===== src/rtl/cmdp_pkg.sv =====
package cmdp_pkg;
   localparam logic [7:0] OP_REGBURST = 8'h76;
   localparam logic [7:0] OP_ACQUIRE  = 8'h58;
   localparam logic [7:0] OP_EOPWRITE = 8'h49;
   localparam logic [7:0] OP_POLL     = 8'h3C;
   localparam logic [7:0] OP_DISPATCH = 8'h15;
   localparam logic [7:0] OP_CHAIN    = 8'h3F;
   localparam logic [7:0] OP_EVENT    = 8'h46;
   localparam logic [7:0] EV_FLUSH_TS = 8'h14;

   typedef enum logic [2:0] {
      ST_IDLE, ST_CHK, ST_RD, ST_DEC, ST_EXEC, ST_MRD, ST_MWR, ST_HALT
   } cmdp_state_t;

   // Opcode known and count equal to its fixed length (burst: any count)
   function automatic logic hdr_len_ok(input logic [7:0] op, input logic [13:0] n);
      case (op)
         OP_REGBURST: hdr_len_ok = 1'b1;
         OP_POLL:     hdr_len_ok = (n == 14'd5);
         OP_EOPWRITE: hdr_len_ok = (n == 14'd6);
         OP_ACQUIRE:  hdr_len_ok = (n == 14'd6);
         OP_DISPATCH: hdr_len_ok = (n == 14'd3);
         OP_EVENT:    hdr_len_ok = (n == 14'd0);
         default:     hdr_len_ok = 1'b0;
      endcase
   endfunction
endpackage


===== src/rtl/cmdp_ring_addr.sv =====
module cmdp_ring_addr #(
   parameter int AW           = 48,
   parameter int RING_LOG2    = 10,
   parameter int PTR_W        = 32,
   parameter bit BASE_ALIGNED = 1'b0
) (
   input  logic [AW-1:0]    base,
   input  logic [PTR_W-1:0] ptr,
   output logic [AW-1:0]    addr
);
   localparam int OFS_W = RING_LOG2 + 2;

   if (OFS_W > AW) begin : g_bad_aw
      $error("ring larger than address space");
   end
   if (RING_LOG2 > PTR_W) begin : g_bad_ptr
      $error("pointer narrower than ring index");
   end

   logic [OFS_W-1:0] ofs;
   assign ofs = {ptr[RING_LOG2-1:0], 2'b00};

   if (BASE_ALIGNED) begin : g_or
      if (OFS_W == AW) begin : g_full
         assign addr = ofs;
      end else begin : g_part
         assign addr = {base[AW-1:OFS_W], ofs};
      end
   end else begin : g_add
      assign addr = base + AW'(ofs);
   end
endmodule


===== src/rtl/cmdp_stamp.sv =====
module cmdp_stamp #(
   parameter int TS_W = 64
) (
   input  logic            clk,
   input  logic            rst_n,
   output logic [TS_W-1:0] ts
);
   if (TS_W < 8 || TS_W > 64) begin : g_bad_w
      $error("timestamp width must be 8..64");
   end

   always_ff @(posedge clk) begin
      if (!rst_n) ts <= '0;
      else        ts <= ts + TS_W'(1);
   end
endmodule


===== src/rtl/cmdp_cmp.sv =====
module cmdp_cmp (
   input  logic [2:0]  fn,
   input  logic [31:0] lhs,
   input  logic [31:0] rhs,
   output logic        fn_ok,
   output logic        pass
);
   localparam logic [2:0] FN_EQ  = 3'd3;
   localparam logic [2:0] FN_GEQ = 3'd5;

   always_comb begin
      fn_ok = 1'b1;
      pass  = 1'b0;
      case (fn)
         FN_EQ:   pass = (lhs == rhs);
         FN_GEQ:  pass = (lhs >= rhs);
         default: fn_ok = 1'b0;
      endcase
   end
endmodule


===== src/rtl/cmd_ring_parser.sv =====
module cmd_ring_parser
   import cmdp_pkg::*;
#(
   parameter int AW           = 48,
   parameter int RING_LOG2    = 10,
   parameter int PTR_W        = 32,
   parameter int RIDX_W       = 16,
   parameter int TS_W         = 64,
   parameter bit BASE_ALIGNED = 1'b0
) (
   input  logic              clk,
   input  logic              rst_n,
   input  logic              kick,
   input  logic [AW-1:0]     ring_base,
   input  logic [PTR_W-1:0]  wptr,
   output logic [PTR_W-1:0]  rptr,
   output logic              mem_req,
   output logic              mem_we,
   output logic [AW-1:0]     mem_addr,
   output logic [63:0]       mem_wdata,
   input  logic              mem_ack,
   input  logic [31:0]       mem_rdata,
   output logic              reg_we,
   output logic [RIDX_W-1:0] reg_idx,
   output logic [31:0]       reg_wdata,
   output logic              disp_pulse,
   output logic [31:0]       disp_x,
   output logic [31:0]       disp_y,
   output logic [31:0]       disp_z,
   output logic              busy,
   output logic              wait_hold,
   output logic              err
);
   localparam int BODY_N = 8;
   localparam logic [PTR_W-1:0] POLL_LEN = PTR_W'(7);

   if (RIDX_W < 1 || RIDX_W > 32) begin : g_bad_ridx
      $error("register index width must be 1..32");
   end
   if (AW < 8 || AW > 64) begin : g_bad_aw
      $error("address width must be 8..64");
   end

   cmdp_state_t     st;
   logic [31:0]     word;
   logic            at_hdr;
   logic [7:0]      op;
   logic [13:0]     cnt;
   logic [13:0]     bidx;
   logic [31:0]     body [BODY_N];
   logic [RIDX_W-1:0] ridx;
   logic [63:0]     wval;
   logic [AW-1:0]   ring_addr;
   logic [TS_W-1:0] ts;
   logic            fn_ok, pass;
   logic [31:0]     cmp_lhs;
   logic [63:0]     poll_addr, eop_addr;
   logic [2:0]      dsel;

   cmdp_ring_addr #(.AW(AW), .RING_LOG2(RING_LOG2), .PTR_W(PTR_W),
                    .BASE_ALIGNED(BASE_ALIGNED)) u_addr (
      .base(ring_base), .ptr(rptr), .addr(ring_addr));

   cmdp_stamp #(.TS_W(TS_W)) u_stamp (.clk(clk), .rst_n(rst_n), .ts(ts));

   assign cmp_lhs = (st == ST_MRD) ? mem_rdata : body[3];

   cmdp_cmp u_cmp (.fn(body[0][2:0]), .lhs(cmp_lhs), .rhs(body[3]),
                   .fn_ok(fn_ok), .pass(pass));

   assign poll_addr = {body[2], body[1]};
   assign eop_addr  = {body[3], body[2]};
   assign dsel      = body[1][31:29];

   always_comb begin
      mem_req  = 1'b0;
      mem_we   = 1'b0;
      mem_addr = ring_addr;
      case (st)
         ST_RD:  mem_req = 1'b1;
         ST_MRD: begin mem_req = 1'b1; mem_addr = poll_addr[AW-1:0]; end
         ST_MWR: begin mem_req = 1'b1; mem_we = 1'b1; mem_addr = eop_addr[AW-1:0]; end
         default: ;
      endcase
   end

   assign mem_wdata = wval;
   assign busy      = (st != ST_IDLE) && (st != ST_HALT);

   always_ff @(posedge clk) begin
      if (!rst_n) begin
         st <= ST_IDLE; rptr <= '0; word <= '0; at_hdr <= 1'b0;
         op <= '0; cnt <= '0; bidx <= '0; ridx <= '0; wval <= '0;
         reg_we <= 1'b0; reg_idx <= '0; reg_wdata <= '0;
         disp_pulse <= 1'b0; disp_x <= '0; disp_y <= '0; disp_z <= '0;
         wait_hold <= 1'b0; err <= 1'b0;
         for (int i = 0; i < BODY_N; i++) body[i] <= '0;
      end else begin
         reg_we     <= 1'b0;
         disp_pulse <= 1'b0;
         case (st)
            ST_IDLE: if (kick) begin
               wait_hold <= 1'b0;
               st        <= ST_CHK;
            end
            ST_CHK: begin
               at_hdr <= 1'b1;
               st     <= (rptr < wptr) ? ST_RD : ST_IDLE;
            end
            ST_RD: if (mem_ack) begin
               word <= mem_rdata;
               rptr <= rptr + PTR_W'(1);
               st   <= ST_DEC;
            end
            ST_DEC: begin
               if (at_hdr) begin
                  if (word[31:30] != 2'b11 || !hdr_len_ok(word[15:8], word[29:16])) begin
                     err <= 1'b1;
                     st  <= ST_HALT;
                  end else begin
                     op     <= word[15:8];
                     cnt    <= word[29:16];
                     bidx   <= '0;
                     at_hdr <= 1'b0;
                     st     <= ST_RD;
                  end
               end else begin
                  if (op == OP_REGBURST) begin
                     if (bidx == '0) begin
                        ridx <= word[RIDX_W-1:0];
                     end else begin
                        reg_we    <= 1'b1;
                        reg_idx   <= ridx;
                        reg_wdata <= word;
                        ridx      <= ridx + RIDX_W'(1);
                     end
                  end else begin
                     body[bidx[2:0]] <= word;
                  end
                  bidx <= bidx + 14'd1;
                  if (bidx == cnt) st <= (op == OP_REGBURST) ? ST_CHK : ST_EXEC;
                  else             st <= ST_RD;
               end
            end
            ST_EXEC: begin
               st <= ST_CHK;
               case (op)
                  OP_POLL: begin
                     if (!fn_ok) begin
                        err <= 1'b1; st <= ST_HALT;
                     end else if (body[0][4]) begin
                        st <= ST_MRD;
                     end
                  end
                  OP_EOPWRITE: begin
                     if (dsel == 3'd1 || dsel == 3'd2) begin
                        wval <= {body[5], body[4]};
                        st   <= ST_MWR;
                     end else if (dsel == 3'd3 && body[0][7:0] == EV_FLUSH_TS) begin
                        wval <= 64'(ts);
                        st   <= ST_MWR;
                     end else begin
                        err <= 1'b1; st <= ST_HALT;
                     end
                  end
                  OP_DISPATCH: begin
                     disp_pulse <= 1'b1;
                     disp_x <= body[0]; disp_y <= body[1]; disp_z <= body[2];
                  end
                  default: ;
               endcase
            end
            ST_MRD: if (mem_ack) begin
               if (pass) begin
                  st <= ST_CHK;
               end else begin
                  rptr      <= rptr - POLL_LEN;
                  wait_hold <= 1'b1;
                  st        <= ST_IDLE;
               end
            end
            ST_MWR: if (mem_ack) st <= ST_CHK;
            default: st <= ST_HALT;
         endcase
      end
   end
endmodule


===== config.mk =====
export PLATFORM = sky130hd
export DESIGN_NAME = cmd_ring_parser
export DESIGN_NICKNAME = d
export VERILOG_FILES = /design/src/rtl/cmdp_pkg.sv /design/src/rtl/cmdp_ring_addr.sv /design/src/rtl/cmdp_stamp.sv /design/src/rtl/cmdp_cmp.sv /design/src/rtl/cmd_ring_parser.sv
export SDC_FILE = /design/constraint.sdc
export NUM_CORES = 1
export LEC_CHECK = 0
export BUFFER_PORTS_ARGS = -buffer_cell sky130_fd_sc_hd__buf_2
export CAP_MARGIN = 10
export CORE_UTILIZATION = 45
export CTS_BUF_LIST = sky130_fd_sc_hd__clkbuf_8
export CTS_CLUSTER_SIZE = 10
export DETAILED_ROUTE_END_ITERATION = 16
export PLACE_DENSITY_LB_ADDON = 0.3
export SYNTH_ARGS = -nofsm -noshare
export SYNTH_HDL_FRONTEND = slang
export SYNTH_SLANG_ARGS = --single-unit
export TNS_END_PERCENT = 20

===== constraint.sdc =====
create_clock -name clk -period 4.2 [get_ports clk]
set_input_delay 0.42 -clock clk [delete_from_list [all_inputs] [get_ports clk]]
set_output_delay 0.42 -clock clk [all_outputs]
set_load 0.02 [all_outputs]

# --- Word level (Yosys, flattened, before mapping) ---
# Memory sizes are Yosys's and may differ from the RTL's.
# Index checks and enable logic that the tools add are counted.
totals:
  ram_bits: 256
  latch_bits: 0
  mem_count: 1
  rom_bits: 0
  ff_bits: 396
  in_bits: 116
op_classes:
  reduce_logical: 31
  div_mod_pow: 0
  mux: 60
  shift: 0
  n_bitwise: 6
  n_eq_ne: 41
  n_addsub: 6
  n_lt_le_gt_ge: 2
  multipliers: 0
memory_table:
  columns: ["memory", "words", "word_bits", "read_ports", "rd_ports_with_merged_regs", "write_ports", "line_no", "source"]
  rows:
  - ["body", 8, 32, 6, 0, 8, "cmd_ring_parser.sv:50", "logic [31:0] body [BODY_N];"]
ops:
  columns: ["operator", "count"]
  rows:
  - ["$mux W32", 5]
  - ["$mux W64", 2]
  - ["$pmux W48 S2", 1]
  - ["$add A64 B1 Y64 const B", 1]
  - ["$pmux W32 S2", 1]
  - ["$add A48 B12 Y48", 1]
  - ["$eq A8 B7 Y1 const B", 6]
  - ["$mux W3", 11]
  - ["$add A32 B1 Y32 const B", 1]
  - ["$eq A32 B32 Y1", 1]
  - ["$ge A32 B32 Y1", 1]
  - ["$lt A32 B32 Y1", 1]
  - ["$reduce_or A32 Y1", 1]
  - ["$sub A32 B3 Y32 const B", 1]
  - ["$eq A14 B3 Y1 const B", 2]
  - ["$logic_not A14 Y1", 2]
  - ["$mux W1", 28]
  - ["$mux W14", 2]
  - ["$eq A8 B5 Y1 const B", 3]
  - ["$pmux W3 S7", 1]
  - ["$ne A2 B2 Y1 const B", 9]
  - ["$add A16 B1 Y16 const B", 1]
  - ["$eq A8 B6 Y1 const B", 2]
  - ["$mux W16", 1]
  - ["other kinds (26)", 61]

# --- Depth between registers and ports, before layout ---
# Gate-level depths: netlist (run 1).
logic_depth:
  word_depth: 11
  ltp_mapped: 18

# --- Modules after synthesis ---
# A second synthesis (run 1) with hierarchy kept.
hier_totals:
  hier_cells: 3316
  hier_area_um2: 29174.2
by_module_without_submodules:
  columns: ["module", "n_inst", "cells_each", "area_per_inst_um2"]
  rows:
  - ["cmd_ring_parser", 1, 2637, 23946.7]
  - ["cmdp_stamp", 1, 385, 3154.3]
  - ["cmdp_ring_addr", 1, 177, 1231.2]
  - ["cmdp_cmp", 1, 117, 842.1]

# --- Worst setup path before layout (run 1) ---
# Ideal clock, no wire load.
synth_timing:
  path_type: "reg2reg"
  from: "register st[0]"
  to: "register rptr[9]"
  path_buffers: 4
  arrival_ps: 4220
  setup_ps: 128
  period_less_slack_ps: 4348
  stages_incl_launch_ff: 18
  path_slack_ps: -148
  path_cell_list: "dfxtp_1 -> nand2_1 -> nor2_1 -> clkbuf_1 -> clkbuf_1 -> o21ai_0 -> ha_1 -> a21o_1 -> a21o_1 -> a21oi_1 -> o22ai_1 -> a2111oi_0 -> a21boi_0 -> o21ai_1 -> buf_4 -> buf_4 -> mux2i_1 -> nor2_1"
synth_via:
  elab_chain_cells: 6
synth_lines:
  columns: ["element", "line_no", "source"]
  rows:
  - ["start: declaration", "cmd_ring_parser.sv:44", "cmdp_state_t st;"]
  - ["start signal: assignment", "cmd_ring_parser.sv:108", "st <= (rptr < wptr) ? ST_RD : ST_IDLE;"]
  - ["start signal: assignment", "cmd_ring_parser.sv:141", "if (bidx == cnt) st <= (op == OP_REGBURST) ? ST_CHK : ST_EXEC;"]
  - ["$eq A3 B3 Y1", "cmd_ring_parser.sv:66, cmd_ring_parser.sv:101", null]
  - ["$mux W32", "cmd_ring_parser.sv:66", "assign cmp_lhs = (st == ST_MRD) ? mem_rdata : body[3];"]
  - ["$ge A32 B32 Y1 / $eq A32 B32 Y1 (equally long branches)", "cmdp_cmp.sv:16, cmdp_cmp.sv:15", null]
  - ["$pmux W1 S2", "cmdp_cmp.sv:14", "case (fn)"]
  - ["$ne A2 B2 Y1 (no source line)", null, null]
  - ["$reduce_and A4 Y1 (no source line)", null, null]
  - ["end signal: assignment", "cmd_ring_parser.sv:112", "rptr <= rptr + PTR_W'(1);"]
  - ["end signal: assignment", "cmd_ring_parser.sv:177", "rptr <= rptr - POLL_LEN;"]
  - ["end: declaration", "cmd_ring_parser.sv:16", "output logic [PTR_W-1:0] rptr,"]
# Parallel ways exist; a longest one is shown, timed or not.
# A chain may end at the register's enable or synchronous reset.

# --- Final worst setup path (run 1) ---
layout_timing:
  from: "register rptr[1]"
  to: "output mem_addr[34]"
layout_via:
  elab_chain_cells: 2
layout_lines:
  columns: ["element", "line_no", "source"]
  rows:
  - ["$add A48 B12 Y48", "cmdp_ring_addr.sv:30", "assign addr = base + AW'(ofs);"]
  - ["$pmux W48 S2", "cmd_ring_parser.sv:79", "case (st)"]
  - ["end: declaration", "cmd_ring_parser.sv:19", "output logic [AW-1:0] mem_addr,"]
# Every way passes these cells.

==> run metrics, run 1 <==
Placed Cells incl. Taps around 4.2k; # port buffers 410; initial antenna violation count 10; Initial Util 0.457; Req. time, crit path 3780 ps; Post-synth EDFFs about 190; Crit Path Class flop to output port; CTS tree built; TritonCTS Sinks approximately 600; clock skew roughly 48 ps; Crit path arrival time 3620 ps; Psw ~4 mW; status finished, final reports clean; DRT antenna net count 0; routed length per instance roughly 21 um; most frequent cell after synthesis nand2_1; crit-path max FO 18; P&R area growth vs syn 19.2%; Yosys top cell area share 0.279; switching share of power 0.297; syn avg cell area between 9 and 10 sq um; Top Ports between 400 and 500; setup violators final 0; first-pass GRT wire length around 140,000 um; Worst Setup Start Kind flop; area occupied by multi-input gates 0.0136 sq mm; DRT Wirelength around 93,000 um; Post-DP HPWL about 65,000 um; clk_lat worst skew a little over 700 ps; Ys Warns 0; ranking of synthesized cells by area dfxtp_1 28%, edfxtp_1 20%, nand2_1 6.4%, ha_1 4.7%, and2_1 4.5%; non-filler cells, final between 4k and 5k; dpl cell area between 0.03 and 0.04 sq mm; final period utilization 0.962; post-synthesis register bit count roughly 590; Detailed Routing Iterations Pass 1 5; Rows 91; Max Buffers Root-to-Sink 3; synthesized cell area 0.0284 sq mm; DIE AREA 0.0640 sq mm; sequential cell area ~0.014 sq mm; Post-Synthesis Cells about 3.1k; Initial DRC Count ~2.3k; Logic pwr share 0.154; GRT Util Overall 0.283; post-synthesis cell type count between 80 and 90; FF-to-FF setup slack 300 ps; Post-synth top cells 481 x nand2_1, 396 x dfxtp_1, 256 x a21oi_1; Fin. Hold Viols 0; Slew Viols, Final 0; Leakage about 14 nW; Vias/cell approximately 5.5; worst slew pin tran approximately 1100 ps; total CTS buffers ~100; PD cells 399 mW/mm^2; RePlAce Congestion 0.969; slew margin rel. 0.261; Reg power frac 0.462; MaxCap Viol Count 0; Residual DRC 0; Final #Nets around 3.8k; DIE WIDTH about 250 um; dominant synthesized flop cell dfxtp_1; htree depth 3; Internal around 9.5 mW; vias in the first global route around 23k; Die Span Y around 250 um; Root Driver clkbuf_8; via count 24.7k; largest area contributor in the netlist dfxtp_1; Setup Fix Bufs, Post-CTS 0; fin area 0.0338 sq mm; Clock Power Share 0.384; largest net degree at the start of global routing approximately 190; Async SR Flop Fraction 0; Net Count, Synth roughly 3.3k; CP endpoint kind output port; hold_ws between 100 and 150 ps; register area share after synthesis 0.483; Hold Path Class input port to flop; core box area 0.0621 sq mm; total gr overflow 0; crit path time final a little over 4000 ps; fill count between 5k and 6k; VDD IR max about 0.00023 V; layout cells sized above 1 0.185; clock-pin slew on the worst setup and hold paths about 60 ps; Max Clock Freq roughly 250 MHz
registers in the layout, summed over array words and instances, names as in the netlist, 3 cells and up:
signal      cells
disp_x         32
reg_wdata      32
ridx           16
st              3
u_stamp.ts     64
disp_y         32
bidx           14
mem_wdata      64
body          192
word           32
cnt            14
op              8
disp_z         32
reg_idx        16
rptr           32
layer usage:
metal / part of all wire / GRT usage / vias up
li1: - / - / 11700
met1: 0.42 / 0.382 / 11800
met2: 0.45 / 0.443 / 1033
met3: 0.083 / 0.0483 / 201
met4: 0.040 / 0.125 / 2
met5: 0.000097 / 0 / -
worst max-delay path, stage by stage (launching register included):
cell and delay (ps):
dfxtp_2 360, buf_6 170, inv_1 70, fa_1 440, nor2b_1 120, o21ai_0 100
a21oi_1 210, o21ai_1 110, a21oi_1 160, o21ai_1 90, buf_6 190, a2111oi_4 400
xnor2_1 90, o21ai_0 200, buf_2 210
cells in the final DEF, fill, tap and decap left out, drive strengths merged, types with 72 or more instances in the layout:
cell	count
a21oi	257
and2	205
edfxtp	192
mux2i	109
buf	486
inv	150
nand2	481
nor2	244
dfxtp	396
o21ai	118
a211oi	91
xnor2	72
nand3	83
ha	106
clkbuf	116
power by group through the flow:
stage          logic [mW]  registers, mW  clock network [mW]
3_5_place_dp         1.99           6.34                   0
2_1_floorplan        1.21           6.25                   0
6_report             2.07           6.23                5.18
5_1_grt              2.21           6.23                5.50
4_1_cts              2.02           6.22                5.24
3_3_place_gp         1.97           6.34                   0
kinds of logic after synthesis:
group / Yosys count / share of synthesized area
mux: 109 / 0.0385
fa+ha+maj: 107 / 0.0475
flops: 588 / 0.483
xor+xnor: 133 / 0.0411
compound gates: 644 / 0.140
simple gates: 1232 / 0.209
buf+inv: 303 / 0.0417
worst paths after layout:
check | depth (start not counted) | endpoint | from
setup reg to reg | 16 | rptr[26] | st[2]
hold reg to reg | 2 | disp_y[14] | disp_y[14]
setup / recovery | 14 | mem_addr[34] | rptr[1]
hold / removal | 4 | wait_hold | kick
repair_timing:
action                                  4_1_cts  5_1_grt
endpoints found under the setup margin        9       57
gates resized for setup                       6       13
pin swaps                                     0        2
hold buffers                                 32        0
hold endpoints to repair                     32        0
gates cloned                                  0        1
final cells by class:
class | instances | area share
Antenna cell | 5 | 0.000370
Clock buffer | 116 | 0.0472
Clock inverter | 65 | 0.0119
Inverter | 100 | 0.0113
Sequential cell | 588 | 0.405
Tap cell | 837 | 0.0310
Multi-Input combinational cell | 2226 | 0.402
Timing Repair Buffer | 518 | 0.0909
stage by stage:
stage / setup slack (ps) / util / total power, mW / TNS [ps]
2_1_floorplan: 78.6 / - / 7.46 / 0
3_3_place_gp: 322 / 0.506 / 8.31 / 0
3_5_place_dp: 204 / 0.506 / 8.33 / 0
4_1_cts: 3.83 / 0.544 / 13.5 / 0
5_1_grt: -26.3 / 0.545 / 13.9 / -26.3
6_report: 159 / 0.545 / 13.5 / 0
Power figures use the tool's default switching activity.
==> run 2, diff against run 1 <==
--- a/config.mk
+++ b/config.mk
@@ -7,11 +7,13 @@
 export LEC_CHECK = 0
 export BUFFER_PORTS_ARGS = -buffer_cell sky130_fd_sc_hd__buf_2
 export CAP_MARGIN = 10
+export CORE_ASPECT_RATIO = 0.8
 export CORE_UTILIZATION = 45
 export CTS_BUF_LIST = sky130_fd_sc_hd__clkbuf_8
 export CTS_CLUSTER_SIZE = 10
 export DETAILED_ROUTE_END_ITERATION = 16
 export PLACE_DENSITY_LB_ADDON = 0.3
+export SKIP_LAST_GASP = 1
 export SYNTH_ARGS = -nofsm -noshare
 export SYNTH_HDL_FRONTEND = slang
 export SYNTH_SLANG_ARGS = --single-unit
==> run metrics, run 2 (synthesized netlist as in run 1, its figures left out) <==
most common cell after layout, fill and taps aside nand2_1; Design Power 14.0 mW (+3.6%); clock skew 43.5 ps (-4.07 ps); Residual DRC 0 (unchanged); Initial Util 0.460 (+0.00247); most frequent cells in the layout 480 x nand2_1, 410 x buf_2, 394 x dfxtp_1; CP endpoint kind output port; met2 Track Usage GR 0.417 (-0.0266); Detailed Routing Iterations Pass 1 6 (+1); hold_ws 51.4 ps (-51.0 ps); max FFs per register 192 (unchanged); Hold Path Class input port to flop; P&R area growth vs syn 20.0%; core box area 0.0617 sq mm (-0.54%); # port buffers 410 (unchanged); DRT antenna net count 0 (unchanged); CP peak stage delay 640 ps (+200 ps); Die Span Y 227 um (-10%); Placed Cells incl. Taps 4,235 (unchanged); dpl cell area 0.0314 sq mm (about the same); fin area 0.0341 sq mm (+0.67%); MaxCap Viol Count 0 (unchanged); GRT Util Overall 0.279 (-0.00347); htree depth 3 (unchanged); clock-pin slew on the worst setup and hold paths 60 ps (about the same); DRT Wirelength 91,800 um (-1.3%); crit path buf inv count 1 (-3); switching share of power 0.286 (-0.0108); Vias/cell 5.53 (-0.33%); first-pass GRT wire length 135,000 um (-1.6%); non-filler cells, final 4,447 (-0.18%); Rows 81 (-11%); Initial DRC Count 2,593 (+15%); final period utilization 0.960 (-0.00201); Leakage 13.9 nW (+0.47%); Internal 9.98 mW (+5.2%); largest net degree at the start of global routing 161 (-16%); worst slew pin tran 1050 ps (-56.0 ps); Top Ports 411 (unchanged); initial antenna violation count 11 (+1); total gr overflow 0 (unchanged); Max Clock Freq 248 MHz (+0.21%); via count 24.6k (-0.51%); TritonCTS Sinks 588 (unchanged); vias in the first global route 22.1k (-2.4%); DIE WIDTH 283 um (+12%); met1 Usage GRT 0.402 (+0.0205); VDD IR max 0.000286 V (+22%); Post-DP HPWL 64,800 um (-0.35%); Max Buffers Root-to-Sink 3 (unchanged); RePlAce Congestion 0.972 (+0.28%); Final #Nets 3,758 (+0.080%); crit path time final 4030 ps (-8.46 ps); clk_lat worst skew 710 ps (about the same); Crit Path Class flop to output port; layout cells sized above 1 0.192 (+0.00780); sequential cell area 0.0137 sq mm (about the same); Worst Setup Start Kind flop; Crit path arrival time 3610 ps (about the same); busiest grt layer met2; setup violators final 0 (unchanged); Largest delay share family, worst path compound AO/OA/AOI/OAI gates; CTS tree built; Reg with most FFs body; fill count 5,619 (-0.95%); crit-path max FO 19 (+1); crit-path cells ha_1, a21o_1, a21oi_1, o21ai_0, a21oi_1, o21ai_1, a211o_1, nand2_4, or4_2, nand3_1, buf_2; Psw 3.99 mW (-0.12%); area occupied by multi-input gates 0.0136 sq mm (+0.25%); Worst path slowest cell or4_2; FF-to-FF setup slack 290 ps (about the same); RSZ-0062 raised after global routing yes; Req. time, crit path 3780 ps (about the same); PD cells 410 mW/mm^2 (+3.0%); cell repeated most along the worst path a21oi_1; post-route setup TNS 0 ps (unchanged); routed length per instance 20.6 um (-1.1%); Root Driver clkbuf_8; DIE AREA 0.0641 sq mm (about the same); met3 GRT Util 0.0537 (+0.00537); status finished, final reports clean; slew margin rel. 0.296 (+0.0348); Slew Viols, Final 0 (unchanged); total CTS buffers 93 (-5.1%); Reg power frac 0.446 (-0.016); Fin. Hold Viols 0 (unchanged); Logic pwr share 0.148 (-0.006); Clock Power Share 0.406 (+0.022)
==> run 2: cell count changes in the layout (fill, tap and decap cells not counted), sizes merged <==
cell	before	now
clkinv	9	14
dlygate4sd3	32	30
bufinv	4	12
inv	150	127
buf	486	496
clkbuf	116	117
==> run 2: tightest hold or removal path, cell delays in order <==
cell and delay, ps:
buf_2 130, nand2_1 60, a21oi_1 70
==> run 2: routing by layer <==
metal / vias up / routed length [um]
met5: - / 41
met4: 6 / 2980
met3: 185 / 7410
met2: 1009 / 40200
met1: 11700 / 41100
li1: 11700 / -
==> run 2: through the flow <==
| step | setup WS (ps) | utilization |
|---|---|---|
| 2_1_floorplan | 78.6 | - |
| 3_3_place_gp | 269 | 0.509 |
| 3_5_place_dp | 194 | 0.509 |
| 4_1_cts | -10.5 | 0.549 |
| 5_1_grt | -37.4 | 0.552 |
| 6_report | 167 | 0.552 |
==> run 2: power groups by stage <==
| stage | sequential (mW) | combinational, mW | clock, mW |
|---|---|---|---|
| after CTS | 6.21 | 2.02 | 5.74 |
| after floorplan | 6.25 | 1.21 | 0 |
| after detailed placement | 6.34 | 1.99 | 0 |
| after global placement | 6.33 | 1.98 | 0 |
| final | 6.23 | 2.07 | 5.67 |
| after global routing | 6.23 | 2.23 | 6.00 |
==> run 2: final timing paths <==
| kind | from | end | cells after the start |
|---|---|---|---|
| worst max-delay path | rptr[1] | mem_addr[39] | 11 |
| worst min-delay path | mem_rdata[11] | word[11] | 3 |
| worst max register to register | st[2] | rptr[26] | 18 |
| worst min register to register | disp_y[17] | disp_y[17] | 2 |
==> run 2: cell type report <==
type                       instances  share of cell area
antenna                            5            0.000367
clock buffer                     117              0.0473
clock inverter                    55              0.0164
inverter                         100              0.0112
multi-input combinational       2226               0.401
sequential                       588               0.402
tap                              830              0.0305
timing repair buffer             526              0.0912
==> run 2: repair_timing <==
action                                  in CTS  in global routing
gates cloned                                 0                  1
buffers inserted                             0                  4
hold endpoints to repair                    30                  0
hold buffers                                30                  0
pin swaps                                    1                  4
gates resized for setup                      8                 21
endpoints found under the setup margin      39                 67
